### src/rtl/pwr_state_pkg.sv
package pwr_state_pkg;

    typedef enum logic [2:0] {
        PS_UNPOWERED  = 3'd0,
        PS_BATT_HOLD  = 3'd1,
        PS_LOWPWR     = 3'd2,
        PS_CONFIG     = 3'd3,
        PS_BOOT_CHECK = 3'd4,
        PS_LIVE_CHECK = 3'd5,
        PS_RECOVERY   = 3'd6,
        PS_ACTIVE     = 3'd7
    } pwr_state_e;

    typedef struct packed {
        logic supply_ok;
        logic backup_ok;
        logic shelf_en;
        logic off_req;
        logic bus_off_req;
        logic on_req;
        logic wake_pin;
        logic rtc_wake;
        logic stby_sel;
        logic cfg_done;
        logic test_req;
        logic test_done;
        logic test_pass;
        logic err_qual;
        logic err_clear;
    } pwr_in_t;

    localparam int IN_W = $bits(pwr_in_t);

    function automatic logic is_powered_down(pwr_state_e s);
        return (s == PS_UNPOWERED) || (s == PS_BATT_HOLD);
    endfunction

    function automatic logic is_check_state(pwr_state_e s);
        return (s == PS_BOOT_CHECK) || (s == PS_LIVE_CHECK);
    endfunction

    function automatic logic any_wake(pwr_in_t f);
        return f.wake_pin | f.on_req | f.rtc_wake;
    endfunction

endpackage

### src/rtl/pwr_sync.sv
module pwr_sync #(
    parameter int WIDTH  = 8,
    parameter int STAGES = 2
) (
    input  logic             clk,
    input  logic             rst,
    input  logic [WIDTH-1:0] d,
    output logic [WIDTH-1:0] q
);
    logic [STAGES-1:0][WIDTH-1:0] stg;

    always_ff @(posedge clk) begin
        if (rst) begin
            stg <= '0;
        end else begin
            stg[0] <= d;
            for (int i = 1; i < STAGES; i++) begin
                stg[i] <= stg[i-1];
            end
        end
    end

    assign q = stg[STAGES-1];
endmodule

### src/rtl/pwr_next_state.sv
module pwr_next_state
    import pwr_state_pkg::*;
(
    input  pwr_state_e cur,
    input  pwr_in_t    flags,
    input  logic       retry_ok,
    output pwr_state_e nxt
);
    always_comb begin
        nxt = cur;
        if (!flags.supply_ok) begin
            // supply loss ranks highest
            nxt = (flags.backup_ok && !flags.shelf_en) ? PS_BATT_HOLD : PS_UNPOWERED;
        end else if (is_powered_down(cur)) begin
            nxt = PS_CONFIG;
        end else if (cur == PS_RECOVERY) begin
            if (flags.err_clear && retry_ok) begin
                nxt = PS_CONFIG;
            end
        end else if (flags.err_qual) begin
            nxt = PS_RECOVERY;
        end else begin
            unique case (cur)
                PS_LOWPWR: begin
                    if (any_wake(flags)) nxt = PS_CONFIG;
                end
                PS_CONFIG: begin
                    if (flags.cfg_done) nxt = PS_BOOT_CHECK;
                end
                PS_BOOT_CHECK, PS_LIVE_CHECK: begin
                    if (flags.test_done) nxt = flags.test_pass ? PS_ACTIVE : PS_RECOVERY;
                end
                PS_ACTIVE: begin
                    if ((flags.off_req || flags.bus_off_req) && flags.stby_sel) begin
                        nxt = PS_LOWPWR;
                    end else if (flags.test_req) begin
                        nxt = PS_LIVE_CHECK;
                    end
                end
                default: nxt = cur;
            endcase
        end
    end
endmodule

### src/rtl/pwr_retry_ctr.sv
module pwr_retry_ctr
    import pwr_state_pkg::*;
#(
    parameter int CNT_W   = 4,
    parameter int CNT_MAX = 3
) (
    input  logic             clk,
    input  logic             rst,
    input  pwr_state_e       cur,
    input  pwr_state_e       nxt,
    output logic [CNT_W-1:0] cnt,
    output logic             retry_ok
);
    localparam logic [CNT_W-1:0] LIMIT = CNT_W'(CNT_MAX);

    always_ff @(posedge clk) begin
        if (rst) begin
            cnt <= '0;
        end else if (is_powered_down(nxt)) begin
            cnt <= '0;
        end else if (cur == PS_RECOVERY && nxt == PS_CONFIG) begin
            cnt <= cnt + CNT_W'(1);
        end
    end

    // lock is implied: at the limit no further restart is granted
    assign retry_ok = (cnt < LIMIT);
endmodule

### src/rtl/pwr_state_ctrl.sv
module pwr_state_ctrl
    import pwr_state_pkg::*;
#(
    parameter int CNT_W       = 4,
    parameter int CNT_MAX     = 3,
    parameter int SYNC_STAGES = 2
) (
    input  logic       clk,
    input  logic       rst,
    input  logic       supply_ok,
    input  logic       backup_ok,
    input  logic       shelf_en,
    input  logic       off_req,
    input  logic       bus_off_req,
    input  logic       on_req,
    input  logic       wake_pin,
    input  logic       rtc_wake,
    input  logic       stby_sel,
    input  logic       cfg_done,
    input  logic       test_req,
    input  logic       test_done,
    input  logic       test_pass,
    input  logic       err_qual,
    input  logic       err_clear,
    output logic [2:0] state_o,
    output logic       reg_en,
    output logic       cfg_load,
    output logic       test_start
);
    pwr_in_t          raw_in;
    logic [IN_W-1:0]  sync_q;
    pwr_in_t          flags;
    pwr_state_e       cur_state;
    pwr_state_e       nxt_state;
    logic [CNT_W-1:0] retry_cnt;
    logic             retry_ok;

    always_comb begin
        raw_in             = '0;
        raw_in.supply_ok   = supply_ok;
        raw_in.backup_ok   = backup_ok;
        raw_in.shelf_en    = shelf_en;
        raw_in.off_req     = off_req;
        raw_in.bus_off_req = bus_off_req;
        raw_in.on_req      = on_req;
        raw_in.wake_pin    = wake_pin;
        raw_in.rtc_wake    = rtc_wake;
        raw_in.stby_sel    = stby_sel;
        raw_in.cfg_done    = cfg_done;
        raw_in.test_req    = test_req;
        raw_in.test_done   = test_done;
        raw_in.test_pass   = test_pass;
        raw_in.err_qual    = err_qual;
        raw_in.err_clear   = err_clear;
    end

    pwr_sync #(.WIDTH(IN_W), .STAGES(SYNC_STAGES)) u_sync (
        .clk (clk),
        .rst (rst),
        .d   (raw_in),
        .q   (sync_q)
    );

    assign flags = pwr_in_t'(sync_q);

    pwr_next_state u_next (
        .cur      (cur_state),
        .flags    (flags),
        .retry_ok (retry_ok),
        .nxt      (nxt_state)
    );

    pwr_retry_ctr #(.CNT_W(CNT_W), .CNT_MAX(CNT_MAX)) u_retry (
        .clk      (clk),
        .rst      (rst),
        .cur      (cur_state),
        .nxt      (nxt_state),
        .cnt      (retry_cnt),
        .retry_ok (retry_ok)
    );

    always_ff @(posedge clk) begin
        if (rst) begin
            cur_state  <= PS_UNPOWERED;
            reg_en     <= 1'b0;
            cfg_load   <= 1'b0;
            test_start <= 1'b0;
        end else begin
            cur_state  <= nxt_state;
            reg_en     <= (nxt_state == PS_ACTIVE);
            cfg_load   <= (nxt_state == PS_CONFIG) && (cur_state != PS_CONFIG);
            test_start <= is_check_state(nxt_state) && (nxt_state != cur_state);
        end
    end

    assign state_o = cur_state;
endmodule

### config.mk
export PLATFORM = sky130hd
export DESIGN_NAME = pwr_state_ctrl
export DESIGN_NICKNAME = d
export VERILOG_FILES = /design/src/rtl/pwr_state_pkg.sv /design/src/rtl/pwr_sync.sv /design/src/rtl/pwr_next_state.sv /design/src/rtl/pwr_retry_ctr.sv /design/src/rtl/pwr_state_ctrl.sv
export SDC_FILE = /design/constraint.sdc
export NUM_CORES = 1
export LEC_CHECK = 0
export BUFFER_PORTS_ARGS = -buffer_cell sky130_fd_sc_hd__buf_2
export CAP_MARGIN = 20
export CORE_MARGIN = 2
export CORE_UTILIZATION = 54
export DETAILED_ROUTE_END_ITERATION = 7
export PLACE_DENSITY = 0.81
export SETUP_SLACK_MARGIN = 0.1
export SLEW_MARGIN = 20
export SYNTH_ARGS = -nofsm -noshare
export SYNTH_HDL_FRONTEND = slang
export SYNTH_SLANG_ARGS = --single-unit
### constraint.sdc
create_clock -name clk -period 2.5 [get_ports clk]
set_input_delay 0.25 -clock clk [delete_from_list [all_inputs] [get_ports clk]]
set_output_delay 0.25 -clock clk [all_outputs]
set_load 0.03 [all_outputs]
# Word level (Yosys, flattened, before mapping)
# Cells that the tools add are included.
[totals] regBits=40 latch_bits=0 ramBits=0 romBits=0 inputBits=17 output_inout_bits=6 wordCells=53 memories=0
[classes] addsub=1 mul=0 div_mod_pow=0 order_cmp=1 n_eq_ne=14 n_shift=0 n_mux=13 bitwise_logic=2 reduce_logical=15
[op_table] cell="2-to-1 mux 3 bit" n=10
[op_table] cell="== test 3 bit, second input constant" n=7
[op_table] cell="case mux 3 bit (4 select lines)" n=1
[op_table] cell="== test 3 x 2 -> 1 bit, second input constant" n=3
[op_table] cell="== test 3 x 1 -> 1 bit, second input constant" n=2
[op_table] cell="logical AND 1 bit" n=6
[op_table] cell="zero test 3 bit" n=2
[op_table] cell="adder 4 x 1 -> 4 bit, second input constant" n=1
[op_table] cell="logical OR 1 bit" n=4
[op_table] cell="less-than comparator 4 x 2 -> 1 bit, second input constant" n=1
[op_table] cell="OR reduction 2 bit" n=2
[op_table] cell="inequality test 3 x 2 -> 1 bit, second input constant" n=1
[op_table] cell="inequality test 3 bit" n=1
[op_table] cell="2-to-1 mux 1 bit" n=2
[op_table] cell="bitwise OR 1 bit" n=2
[op_table] cell="zero test 1 bit" n=1

# Longest topological paths before layout
# Gate-level depths: netlist (run 1).
[depth] depth_word=11 depth_mapped=6 mapped_depth_nobuf=6

# Modules after synthesis
# From an unflattened synthesis (run 1), not the netlist that was laid out.
[hier_totals] hier_cells=147 hier_area_um2=1617.8
[modules_own_cells] module="pwr_sync" n_inst=1 cells_per_inst=78 area_per_inst_um2=994.7 seq_area_each_um2=600.6
[modules_own_cells] module="pwr_retry_ctr" n_inst=1 cells_per_inst=24 area_per_inst_um2=230.2 seq_area_each_um2=80.1
[modules_own_cells] module="pwr_next_state" n_inst=1 cells_per_inst=29 area_per_inst_um2=207.7 seq_area_each_um2=0.0
[modules_own_cells] module="pwr_state_ctrl" n_inst=1 cells_per_inst=16 area_per_inst_um2=185.2 seq_area_each_um2=120.1

# Worst setup path before layout (run 1)
# OpenSTA, ideal clock, no wires.
[synth_path] path_type="register to register" from="register cur_state[1], in the netlist state_o[1]" to="register u_retry.cnt[0]" setup_ns=0.072 arrival_time_ns=1.920 required_time_ns=2.428 path_slack_ns=0.508 stages_incl_launch_ff=7 path_buffers=1 synth_period_minus_slack_ns=1.992 path_cell_list="dfxtp_1 -> buf_4 -> nand3_4 -> o22a_1 -> a211o_1 -> a2111oi_4 -> mux2i_1"
[synth_between] elab_chain_cells=10 word_cells_on_any_way=27 classes_between="9 x eq/ne; 11 x mux; 7 x reduce/logical"
[synth_rtl] element="from (decl)" line="pwr_state_ctrl.sv:33" source="pwr_state_e cur_state;"
[synth_rtl] element="from (signal assigned)" line="pwr_state_ctrl.sv:89" source="cur_state <= nxt_state;"
[synth_rtl] element="== test 3 bit or 2-to-1 mux 3 bit (tied branches)" line="pwr_next_state.sv:23, pwr_next_state.sv:36"
[synth_rtl] element="OR reduction 2 bit or 2-to-1 mux 3 bit (tied branches)" line="pwr_next_state.sv:23, pwr_next_state.sv:34"
[synth_rtl] element="case mux 3 bit (4 select lines)" line="pwr_next_state.sv:23" source="unique case (cur)"
[synth_rtl] element="2-to-1 mux 3 bit" line="pwr_next_state.sv:20" source="end else if (flags.err_qual) begin"
[synth_rtl] element="2-to-1 mux 3 bit" line="pwr_next_state.sv:16" source="end else if (cur == PS_RECOVERY) begin"
[synth_rtl] element="2-to-1 mux 3 bit" line="pwr_next_state.sv:14" source="end else if (is_powered_down(cur)) begin"
[synth_rtl] element="2-to-1 mux 3 bit" line="pwr_next_state.sv:11" source="if (!flags.supply_ok) begin"
[synth_rtl] element="== test 3 x 1 -> 1 bit or zero test 3 bit (tied branches)" line="pwr_state_pkg.sv:35" source="return (s == PS_UNPOWERED) || (s == PS_BATT_HOLD);"
[synth_rtl] element="logical OR 1 bit" line="pwr_state_pkg.sv:35"
[synth_rtl] element="OR reduction 2 bit (no source line)"
[synth_rtl] element="to (signal assigned)" line="pwr_retry_ctr.sv:22" source="cnt <= cnt + CNT_W'(1);"
[synth_rtl] element="to (decl)" line="pwr_retry_ctr.sv:11" source="output logic [CNT_W-1:0] cnt,"
# Several ways; a longest one is shown, not always the timed one.
# A chain may end at the register's enable or synchronous reset.

# Final worst setup path (run 1)
[layout_path] from="register cur_state[2], in the netlist state_o[2]" to="register test_start"
[layout_between] elab_chain_cells=10 word_cells_on_any_way=26 classes_between="10 x eq/ne; 11 x mux; 5 x reduce/logical"
[layout_rtl] element="== test 3 bit or 2-to-1 mux 3 bit (tied branches)" line="pwr_next_state.sv:23, pwr_next_state.sv:36"
[layout_rtl] element="OR reduction 2 bit or 2-to-1 mux 3 bit (tied branches)" line="pwr_next_state.sv:23, pwr_next_state.sv:34"
[layout_rtl] element="case mux 3 bit (4 select lines)" line="pwr_next_state.sv:23"
[layout_rtl] element="2-to-1 mux 3 bit" line="pwr_next_state.sv:20"
[layout_rtl] element="2-to-1 mux 3 bit" line="pwr_next_state.sv:16"
[layout_rtl] element="2-to-1 mux 3 bit" line="pwr_next_state.sv:14"
[layout_rtl] element="2-to-1 mux 3 bit" line="pwr_next_state.sv:11"
[layout_rtl] element="== test 3 bit" line="pwr_state_pkg.sv:39" source="return (s == PS_BOOT_CHECK) || (s == PS_LIVE_CHECK);"
[layout_rtl] element="logical OR 1 bit" line="pwr_state_pkg.sv:39"
[layout_rtl] element="logical AND 1 bit *" line="pwr_state_ctrl.sv:92" source="test_start <= is_check_state(nxt_state) && (nxt_state != cur_state);"
[layout_rtl] element="to (signal assigned)" line="pwr_state_ctrl.sv:92"
[layout_rtl] element="to (decl)" line="pwr_state_ctrl.sv:28" source="output logic test_start"
# Mark *: on every way between the ends. The rest lies on a longest branch, timed or not.

==> summary.md, run 1 <==
| Metric | Value |
|---|---|
| Clock slew at reported path FFs | `0.11 ns` |
| Max-capacitance violation count | `0` |
| Slowest Stage Delay on Critical Path | `0.65 ns` |
| Critical Path, Cell by Cell | `a21bo_2 > a222oi_1 > a21oi_1 > a2111oi_0 > nor3b_1` |
| Overall track demand over capacity in global routing | `0.156` |
| Simple-gate portion of the synthesized area | `0.238` |
| Worst hold path class | `primary input to flop` |
| Area of the core | `2500 um2` |
| Async set or reset register ratio after synthesis | `0` |
| Final weighted congestion in routability-driven placement | `0.904` |
| Count of flip-flops with a built-in enable after synthesis | `0` |
| Multiplexer area fraction after synthesis | `0.0140` |
| Y dimension of the die | `55.4 um` |
| Router iterations before antenna repair | `4` |
| Dpl hpwl | `1530 um` |
| Setup crit start kind | `flop` |
| Critical path peak fanout | `14` |
| Transition time of the tightest slew-check pin | `0.563 ns` |
| Post-CTS Repair Setup Buffers | `0` |
| Post-detailed-route count of antenna-violating nets | `0` |
| Count of final max-slew check failures | `0` |
| Syn Inst Count | `130` |
| Number of filler instances in the final layout | `203` |
| Worst reg-to-reg setup slack | `0.23 ns` |
| Clock Skews | `0.0100 ns` |
| Routed vias | `952` |
| Net count reported at finish | `172` |
| Endpoint arrival time on the critical path | `2.49 ns` |
| Total power density per cell area | `639 nW/um2` |
| Combinational family with the most area after synthesis | `simple AND/OR/NAND/NOR gates` |
| Clock buffers created by TritonCTS | `5` |
| Highest-delay cell along the critical path | `sky130_fd_sc_hd__dfxtp_1` |
| Avg WL per Cell | `11.7 um` |
| Antenna violations before repair | `0` |
| First-pass GRT wire length | `3570 um` |
| Required time worst endpoint | `2.72 ns` |
| Detailed-route wire length | `2150 um` |
| Insertion delay of the later-clocked pin in the worst-skew pair | `0.34 ns` |
| Vias in the first global route | `890` |
| Critical Setup Path Class | `flop to flop` |
| Cell family contributing the most delay on the critical path | `compound AO/OA/AOI/OAI gates` |
| Fraction of layout instances using a drive strength above 1 | `0.240` |
| H-tree lvl count | `2` |
| Ant diodes | `0` |
| Most frequent cells in the layout | `40 x sky130_fd_sc_hd__dfxtp_1, 31 x sky130_fd_sc_hd__nor2b_1, 22 x sky130_fd_sc_hd__buf_2` |
| Avg Cell Area, Syn | `11.0 um2` |
| Via density per instance | `5.17` |
| Initial cell density of the core | `0.570` |
| Worst setup endpoint | `test_start$_SDFF_PP0_` |
| Reg2Reg Depth | `5` |
| Die outline width | `55.4 um` |
| Cell Rows | `18` |
| Status | `finished clean` |
| Total overflow reported by the global router | `0` |
| Number of library cell types mapped by synthesis | `38` |
| Post-synthesis share of cell area spent on full adders, half adders and majority gates | `0.00878` |
| Post-synthesis sequential area ratio | `0.562` |
| Share of the synthesized area in compound gates (AO/OA/AOI/OAI) | `0.134` |
| Crit path buffers/inverters | `0` |
| Root buffer cell | `sky130_fd_sc_hd__clkbuf_4` |
| Period utilisation layout | `0.908` |
| Hold buffer count at CTS | `0` |
| Capturing element type of the critical path | `flop` |
| Setup repair after global routing missed its margin | `no` |
| Total power draw | `1.02 mW` |
| Mapped Nets | `148` |
| Synth-to-layout area growth | `11.5%` |
| Number of buffers inserted by port buffering | `22` |
| Launch point of the worst path | `state_o[2]$_SDFF_PP0_` |
| CTS max path bufs | `2` |
| Most frequent standard cell in the layout excluding fill and tap cells | `sky130_fd_sc_hd__dfxtp_1` |
| Max-slew headroom | `0.625` |
| DRC violation total after the first TritonRoute iteration | `15` |
| Post-layout min period | `2.27 ns` |
| Netlist Area Pre-Place | `1430 um2` |
| Flip-flop and latch count after synthesis | `40` |
| Count of synthesis-stage warnings from yosys | `0` |
| Reported leakage power | `0.632 nW` |
| Setup-failing EPs final | `0` |
| Number of sinks handled by clock tree synthesis | `40` |
| Largest net degree at the start of global routing | `36` |
| Final hold violation count | `0` |
| Reg-to-reg endpoint | `test_start$_SDFF_PP0_` |
| Most frequently used flop master after synthesis | `sky130_fd_sc_hd__dfxtp_1` |
| Die outline area | `3070 um2` |
| Worst voltage drop across the vdd grid | `0.442 mV` |
| Setup TNS after final layout | `0 ns` |
| Fmax achieved | `0.440 GHz` |
| Area share of xor/xnor cells in the synthesized design | `0.00615` |
| Number of gates on the worst path with buffers counted | `5` |
| CTS tree | `done` |
| RR Startpoint | `state_o[2]$_SDFF_PP0_` |
| CTS resizes | `0` |
| Final routed DRC violation total | `0` |
| IO Pins | `23` |
layer usage:
metal / GRT usage / share of wire / vias to the layer above
li1: - / - / 484
met1: 0.155 / 0.40 / 411
met2: 0.245 / 0.47 / 49
met3: 0.0773 / 0.091 / 8
met4: 0.122 / 0.037 / 0
met5: 0 / 0 / -
final cells by class:
| class | count | area, um2 | share of cell area |
|---|---|---|---|
| repair buffers | 22 | 110 | 0.0693 |
| inverters | 6 | 22.5 | 0.0142 |
| flip-flops and latches | 40 | 801 | 0.504 |
| clock inverters | 1 | 5.00 | 0.00315 |
| clock buffers | 6 | 41.3 | 0.0260 |
| well taps | 30 | 37.5 | 0.0236 |
| multi-input cells | 79 | 572 | 0.360 |
through the flow:
stage          hold WS (ns)  cells  instance area [um2]   util  setup slack, ns
2_1_floorplan         0.322    130                 1430      -            0.508
3_3_place_gp          0.417    177                 1540  0.617            0.476
3_5_place_dp          0.423    177                 1540  0.617            0.308
4_1_cts              0.0973    184                 1590  0.636            0.254
5_1_grt              0.0862    184                 1590  0.636            0.105
6_report              0.108    184                 1590  0.636            0.229
cells in the mapped netlist (2+ instances only):
library cell	number	share of area
sky130_fd_sc_hd__o21ai_1	2	0.0070
sky130_fd_sc_hd__inv_2	3	0.0079
sky130_fd_sc_hd__a21oi_1	3	0.011
sky130_fd_sc_hd__mux2i_1	2	0.014
sky130_fd_sc_hd__nand2_1	5	0.013
sky130_fd_sc_hd__nor3b_1	4	0.021
sky130_fd_sc_hd__o22ai_1	2	0.0088
sky130_fd_sc_hd__inv_1	3	0.0079
sky130_fd_sc_hd__nor2_1	4	0.011
sky130_fd_sc_hd__a2111oi_0	2	0.012
sky130_fd_sc_hd__clkbuf_1	3	0.0079
sky130_fd_sc_hd__nor2b_1	31	0.14
sky130_fd_sc_hd__dfxtp_1	40	0.56
sky130_fd_sc_hd__and2_1	2	0.0088
worst min path at each step:
stage	start	end	slack (ns)	cells past startpoint
finish	bus_off_req	u_sync.stg[10]$_SDFF_PP0_	0.11	2
global route	bus_off_req	u_sync.stg[10]$_SDFF_PP0_	0.09	2
CTS	rtc_wake	u_sync.stg[7]$_SDFF_PP0_	0.1	2
detailed placement	u_sync.stg[8]$_SDFF_PP0_	u_sync.q[8]$_SDFF_PP0_	0.42	1
global placement	u_sync.stg[11]$_SDFF_PP0_	u_sync.q[11]$_SDFF_PP0_	0.42	1
floorplan	rst	u_sync.q[12]$_SDFF_PP0_	0.32	1
kinds of logic after synthesis:
logic type / Yosys count
xor gates and xnor gates: 1
buffers and inverters: 11
and+or+nand+nor: 54
adders and majority gates: 1
DFF: 40
AOI/OAI and AO/OA: 21
muxes: 2
flip-flops by register name (all words and copies together), names as in the netlist:
signal and count:
test_start 1, u_sync.q 15, state_o 3, reg_en 1, u_sync.stg 15, u_retry.cnt 4, cfg_load 1
where the power goes:
group / total (mW) / internal (mW) / switching [mW]
logic: 0.0551 / 0.0278 / 0.0273
registers: 0.671 / 0.661 / 0.0104
clock network: 0.289 / 0.104 / 0.185
(Power assumes the default switching activity.)
==> run 2, diff against run 1 <==
- CORE_UTILIZATION: 54 -> 58
- PLACE_DENSITY: 0.81 -> 0.86
- clock period: 2.5 -> 2.63 ns (I/O delays scaled with it)
==> run 2 against run 1 <==
Net effect:
- register-to-register slack improved by 0.16 ns
- power increased by 11%
- sequential power decreased by 4.9%
- sequential cell count unchanged
- clock power increased by 51%
- global-route usage increased by 3.4 points
- via count increased by 1.9%
- critical path depth unchanged
- count of clock-buffer cells in the layout increased by 1
- final cell count decreased by 0.54%
- worst setup slack improved by 0.16 ns
- wire length increased by 1.8%
- critical endpoint unchanged
- largest cell class unchanged
- largest power group unchanged
==> summary.md, run 2 (synthesis gave the netlist of run 1 again) <==
| Metric | Value |
|---|---|
| Status | `finished clean` |
| Largest net degree at the start of global routing | `36` |
| Avg WL per Cell | `12.0 um` |
| Via density per instance | `5.30` |
| Critical Path, Cell by Cell | `a21bo_2 > a222oi_1 > a21oi_1 > a2111oi_0 > nor3b_1` |
| Die outline area | `2870 um2` |
| H-tree lvl count | `2` |
| Reported leakage power | `0.655 nW` |
| Most frequent cells in the layout | `40 x sky130_fd_sc_hd__dfxtp_1, 31 x sky130_fd_sc_hd__nor2b_1, 22 x sky130_fd_sc_hd__buf_2` |
| Router iterations before antenna repair | `5` |
| Number of filler instances in the final layout | `175` |
| Clock buffers created by TritonCTS | `5` |
| Required time worst endpoint | `2.85 ns` |
| Post-layout min period | `2.24 ns` |
| Y dimension of the die | `53.6 um` |
| Net count reported at finish | `172` |
| Hold buffer count at CTS | `0` |
| Setup-failing EPs final | `0` |
| Routed vias | `970` |
| Worst voltage drop across the vdd grid | `0.576 mV` |
| Post-detailed-route count of antenna-violating nets | `0` |
| Max-slew headroom | `0.626` |
| Transition time of the tightest slew-check pin | `0.561 ns` |
| Total overflow reported by the global router | `0` |
| IO Pins | `23` |
| Dpl hpwl | `1520 um` |
| Highest-delay cell along the critical path | `sky130_fd_sc_hd__dfxtp_1` |
| Final hold violation count | `0` |
| CTS max path bufs | `2` |
| Post-CTS Repair Setup Buffers | `0` |
| Clock slew at reported path FFs | `0.11 ns` |
| Fraction of layout instances using a drive strength above 1 | `0.252` |
| Most frequent standard cell in the layout excluding fill and tap cells | `sky130_fd_sc_hd__dfxtp_1` |
| Setup WS post-layout | `0.387 ns` |
| Vias in the first global route | `851` |
| Critical Setup Path Class | `flop to flop` |
| Endpoint arrival time on the critical path | `2.47 ns` |
| First-pass GRT wire length | `3600 um` |
| Overall track demand over capacity in global routing | `0.190` |
| CTS tree | `done` |
| Setup repair after global routing missed its margin | `no` |
| DRC violation total after the first TritonRoute iteration | `36` |
| Count of final max-slew check failures | `0` |
| Ant diodes | `0` |
| Detailed-route wire length | `2190 um` |
| Die outline width | `53.6 um` |
| Setup crit start kind | `flop` |
| Period utilisation layout | `0.853` |
| Crit path buffers/inverters | `0` |
| CTS resizes | `0` |
| Slowest Stage Delay on Critical Path | `0.67 ns` |
| Synth-to-layout area growth | `14.7%` |
| Critical path peak fanout | `14` |
| Cell Rows | `17` |
| Antenna violations before repair | `0` |
| Area occupied by multi-input gates | `572 um2` |
| Capturing element type of the critical path | `flop` |
| Setup TNS after final layout | `0 ns` |
| Number of buffers inserted by port buffering | `22` |
| Cell family contributing the most delay on the critical path | `compound AO/OA/AOI/OAI gates` |
| Total power density per cell area | `690 nW/um2` |
| Sequential cell area | `801 um2` |
| Final weighted congestion in routability-driven placement | `0.935` |
| Fmax achieved | `0.446 GHz` |
| Number of sinks handled by clock tree synthesis | `40` |
| Area of the core | `2280 um2` |
| Max-capacitance violation count | `0` |
| Insertion delay of the later-clocked pin in the worst-skew pair | `0.34 ns` |
| Root buffer cell | `sky130_fd_sc_hd__clkbuf_4` |
| Initial cell density of the core | `0.626` |
| Post-placement setup slack | `0.480 ns` |
| Clock Skews | `0.00813 ns` |
| Worst hold path class | `primary input to flop` |
| Final routed DRC violation total | `0` |
==> run 2: path summary, 6_finish.rpt <==
kind	slack, ns	end	from	depth (start not counted)
hold / removal	0.12	u_sync.stg[11]$_SDFF_PP0_	off_req	2
hold reg to reg	0.44	u_sync.q[3]$_SDFF_PP0_	u_sync.stg[3]$_SDFF_PP0_	1
setup / recovery	0.39	test_start$_SDFF_PP0_	state_o[2]$_SDFF_PP0_	5
setup reg to reg	0.39	test_start$_SDFF_PP0_	state_o[2]$_SDFF_PP0_	5
==> run 2: worst reg2reg max path, stage by stage (launching register included) <==
cell	delay, ns
sky130_fd_sc_hd__dfxtp_1	0.67
sky130_fd_sc_hd__a21bo_2	0.29
sky130_fd_sc_hd__a222oi_1	0.40
sky130_fd_sc_hd__a21oi_1	0.17
sky130_fd_sc_hd__a2111oi_0	0.48
sky130_fd_sc_hd__nor3b_1	0.11
==> run 2: per-stage QoR <==
| stage | hold WS, ns | instance area, um2 | cells | utilization | power (mW) |
|---|---|---|---|---|---|
| after CTS | 0.112 | 1640 | 183 | 0.719 | 1.14 |
| after floorplan | 0.335 | 1430 | 130 | - | 0.685 |
| final | 0.123 | 1640 | 183 | 0.719 | 1.13 |
| after detailed placement | 0.421 | 1540 | 175 | 0.677 | 0.705 |
| after global routing | 0.118 | 1640 | 183 | 0.719 | 1.18 |
| after global placement | 0.418 | 1540 | 175 | 0.677 | 0.702 |
==> run 2: where the power goes <==
part	internal (mW)	switching [mW]	total [mW]
Combinational	0.0264	0.0265	0.0529
Sequential	0.628	0.00978	0.638
Clock	0.252	0.185	0.437
==> run 2: area by class of cell <==
cell class | instances | area share
Clock buffer | 7 | 0.0398
Clock inverter | 1 | 0.0184
Inverter | 6 | 0.0138
Multi-Input combinational cell | 79 | 0.350
Sequential cell | 40 | 0.490
Tap cell | 28 | 0.0214
Timing Repair Buffer | 22 | 0.0673
==> run 2: metal layers <==
layer / vias to the layer above / routed length [um] / track usage
met5: - / 0 / 0
met4: 0 / 79 / 0.141
met3: 10 / 179 / 0.0750
met2: 54 / 1060 / 0.311
met1: 418 / 868 / 0.195
li1: 488 / - / -
==> run 3, diff against run 2 <==
- GPL_TIMING_DRIVEN: unset -> 0
==> run 3 against run 2 <==
Net effect:
- global-route usage is 0.27 points lower
- fmax grew 10%
- final cell count is 2.7% higher
- utilization rose by 1.3 points
- largest power group unchanged
==> summary.md, run 3 (synthesis gave the netlist of run 1 again) <==
| Metric | Value |
|---|---|
| CTS max path bufs | `2` |
| Dpl hpwl | `1630 um` |
| Post-CTS Repair Setup Buffers | `0` |
| Final routed DRC violation total | `0` |
| Y dimension of the die | `53.6 um` |
| Number of filler instances in the final layout | `174` |
| Max-slew headroom | `0.643` |
| Cell count after placement | `180` |
| Vias in the first global route | `878` |
| Minimum hold slack | `0.119 ns` |
| Setup repair after global routing missed its margin | `no` |
| Most frequent standard cell in the layout excluding fill and tap cells | `sky130_fd_sc_hd__dfxtp_1` |
| Total overflow reported by the global router | `0` |
| Number of sinks handled by clock tree synthesis | `40` |
| Post-layout min period | `2.04 ns` |
| Placement Cell Area | `1570 um2` |
| Router iterations before antenna repair | `4` |
| Via density per instance | `5.14` |
| Final hold violation count | `0` |
| Worst hold path class | `primary input to flop` |
| Total power draw | `1.13 mW` |
| Post-detailed-route count of antenna-violating nets | `0` |
| Critical path peak fanout | `10` |
| Net count reported at finish | `177` |
| Reported leakage power | `0.670 nW` |
| Final Non-Filler Cells | `188` |
| Routed vias | `966` |
| Endpoint arrival time on the critical path | `2.26 ns` |
| Required time worst endpoint | `2.85 ns` |
| Fmax achieved | `0.490 GHz` |
| Die outline width | `53.6 um` |
| Clock Skews | `0.00899 ns` |
| Cell Rows | `17` |
| Layout Cell Area excl Fill | `1670 um2` |
| First-pass GRT wire length | `3600 um` |
| Fraction of layout instances using a drive strength above 1 | `0.256` |
| Count of final max-slew check failures | `0` |
| Setup crit start kind | `flop` |
| Area occupied by multi-input gates | `572 um2` |
| Initial cell density of the core | `0.626` |
| Setup-failing EPs final | `0` |
| Most frequent cells in the layout | `40 x sky130_fd_sc_hd__dfxtp_1, 31 x sky130_fd_sc_hd__nor2b_1, 22 x sky130_fd_sc_hd__buf_2` |
| CTS resizes | `0` |
| Antenna violations before repair | `0` |
| Critical Setup Path Class | `flop to flop` |
| Insertion delay of the later-clocked pin in the worst-skew pair | `0.35 ns` |
| CTS tree | `done` |
| Area of the core | `2280 um2` |
| Final weighted congestion in routability-driven placement | `0.882` |
| Sequential cell area | `801 um2` |
| Avg WL per Cell | `11.6 um` |
| Max-capacitance violation count | `0` |
| Transition time of the tightest slew-check pin | `0.532 ns` |
| Detailed-route wire length | `2190 um` |
| Synth-to-layout area growth | `16.9%` |
| Overall track demand over capacity in global routing | `0.187` |
| DRC violation total after the first TritonRoute iteration | `29` |
| Clock slew at reported path FFs | `0.11 ns` |
| Capturing element type of the critical path | `flop` |
| Hold buffer count at CTS | `0` |
| IO Pins | `23` |
| H-tree lvl count | `2` |
| Root buffer cell | `sky130_fd_sc_hd__clkbuf_4` |
| Total power density per cell area | `679 nW/um2` |
| Clock buffers created by TritonCTS | `5` |
| Period utilisation layout | `0.775` |
| Worst voltage drop across the vdd grid | `0.556 mV` |
| Largest net degree at the start of global routing | `13` |
| Setup TNS after final layout | `0 ns` |
| Ant diodes | `0` |
| Die outline area | `2870 um2` |
| Number of buffers inserted by port buffering | `22` |
| Status | `finished clean` |
run 3: cell types whose count changed in the layout (fill, tap and decap cells not counted), sizes merged:
| cell | delta |
|---|---|
| clkbuf | +3 |
| buf | +2 |
run 3: layout make-up:
class / count / share of cell area
Multi-Input combinational cell: 79 / 0.343
Tap cell: 28 / 0.0210
Clock inverter: 1 / 0.0180
Timing Repair Buffer: 22 / 0.0661
Buffer: 5 / 0.0180
Clock buffer: 7 / 0.0391
Sequential cell: 40 / 0.481
Inverter: 6 / 0.0135
run 3: metal layers:
metal,up-vias,GRT usage,part of all wire
li1,495,-,-
met1,432,0.196,0.43
met2,33,0.309,0.48
met3,6,0.0917,0.065
met4,0,0.0983,0.019
met5,-,0,0
run 3: path summary, 6_finish.rpt:
check / cells past startpoint / slack, ns / to / from
setup / recovery: 6 / 0.59 / test_start$_SDFF_PP0_ / state_o[1]$_SDFF_PP0_
hold / removal: 2 / 0.12 / u_sync.stg[6]$_SDFF_PP0_ / stby_sel
setup reg to reg: 6 / 0.59 / test_start$_SDFF_PP0_ / state_o[1]$_SDFF_PP0_
hold reg to reg: 1 / 0.43 / u_sync.q[9]$_SDFF_PP0_ / u_sync.stg[9]$_SDFF_PP0_
run 3: where the power goes:
| part | switching [mW] | total [mW] | internal (mW) |
|---|---|---|---|
| Sequential | 0.00871 | 0.637 | 0.628 |
| Clock | 0.185 | 0.438 | 0.252 |
| Combinational | 0.0291 | 0.0569 | 0.0278 |
| Total | 0.223 | 1.13 | 0.908 |
run 3: stage by stage:
stage | util | setup WS, ns
after floorplan | - | 0.638
after global placement | 0.690 | 0.677
after detailed placement | 0.690 | 0.633
after CTS | 0.732 | 0.608
after global routing | 0.732 | 0.436
final | 0.732 | 0.591
run 3: worst max-delay path: stages, from the launching register on:
cell and delay [ns]:
sky130_fd_sc_hd__dfxtp_1 0.39, sky130_fd_sc_hd__buf_4 0.21, sky130_fd_sc_hd__inv_2 0.09, sky130_fd_sc_hd__a222oi_1 0.45, sky130_fd_sc_hd__a21oi_1 0.20, sky130_fd_sc_hd__a2111oi_0 0.46, sky130_fd_sc_hd__nor3b_1 0.11
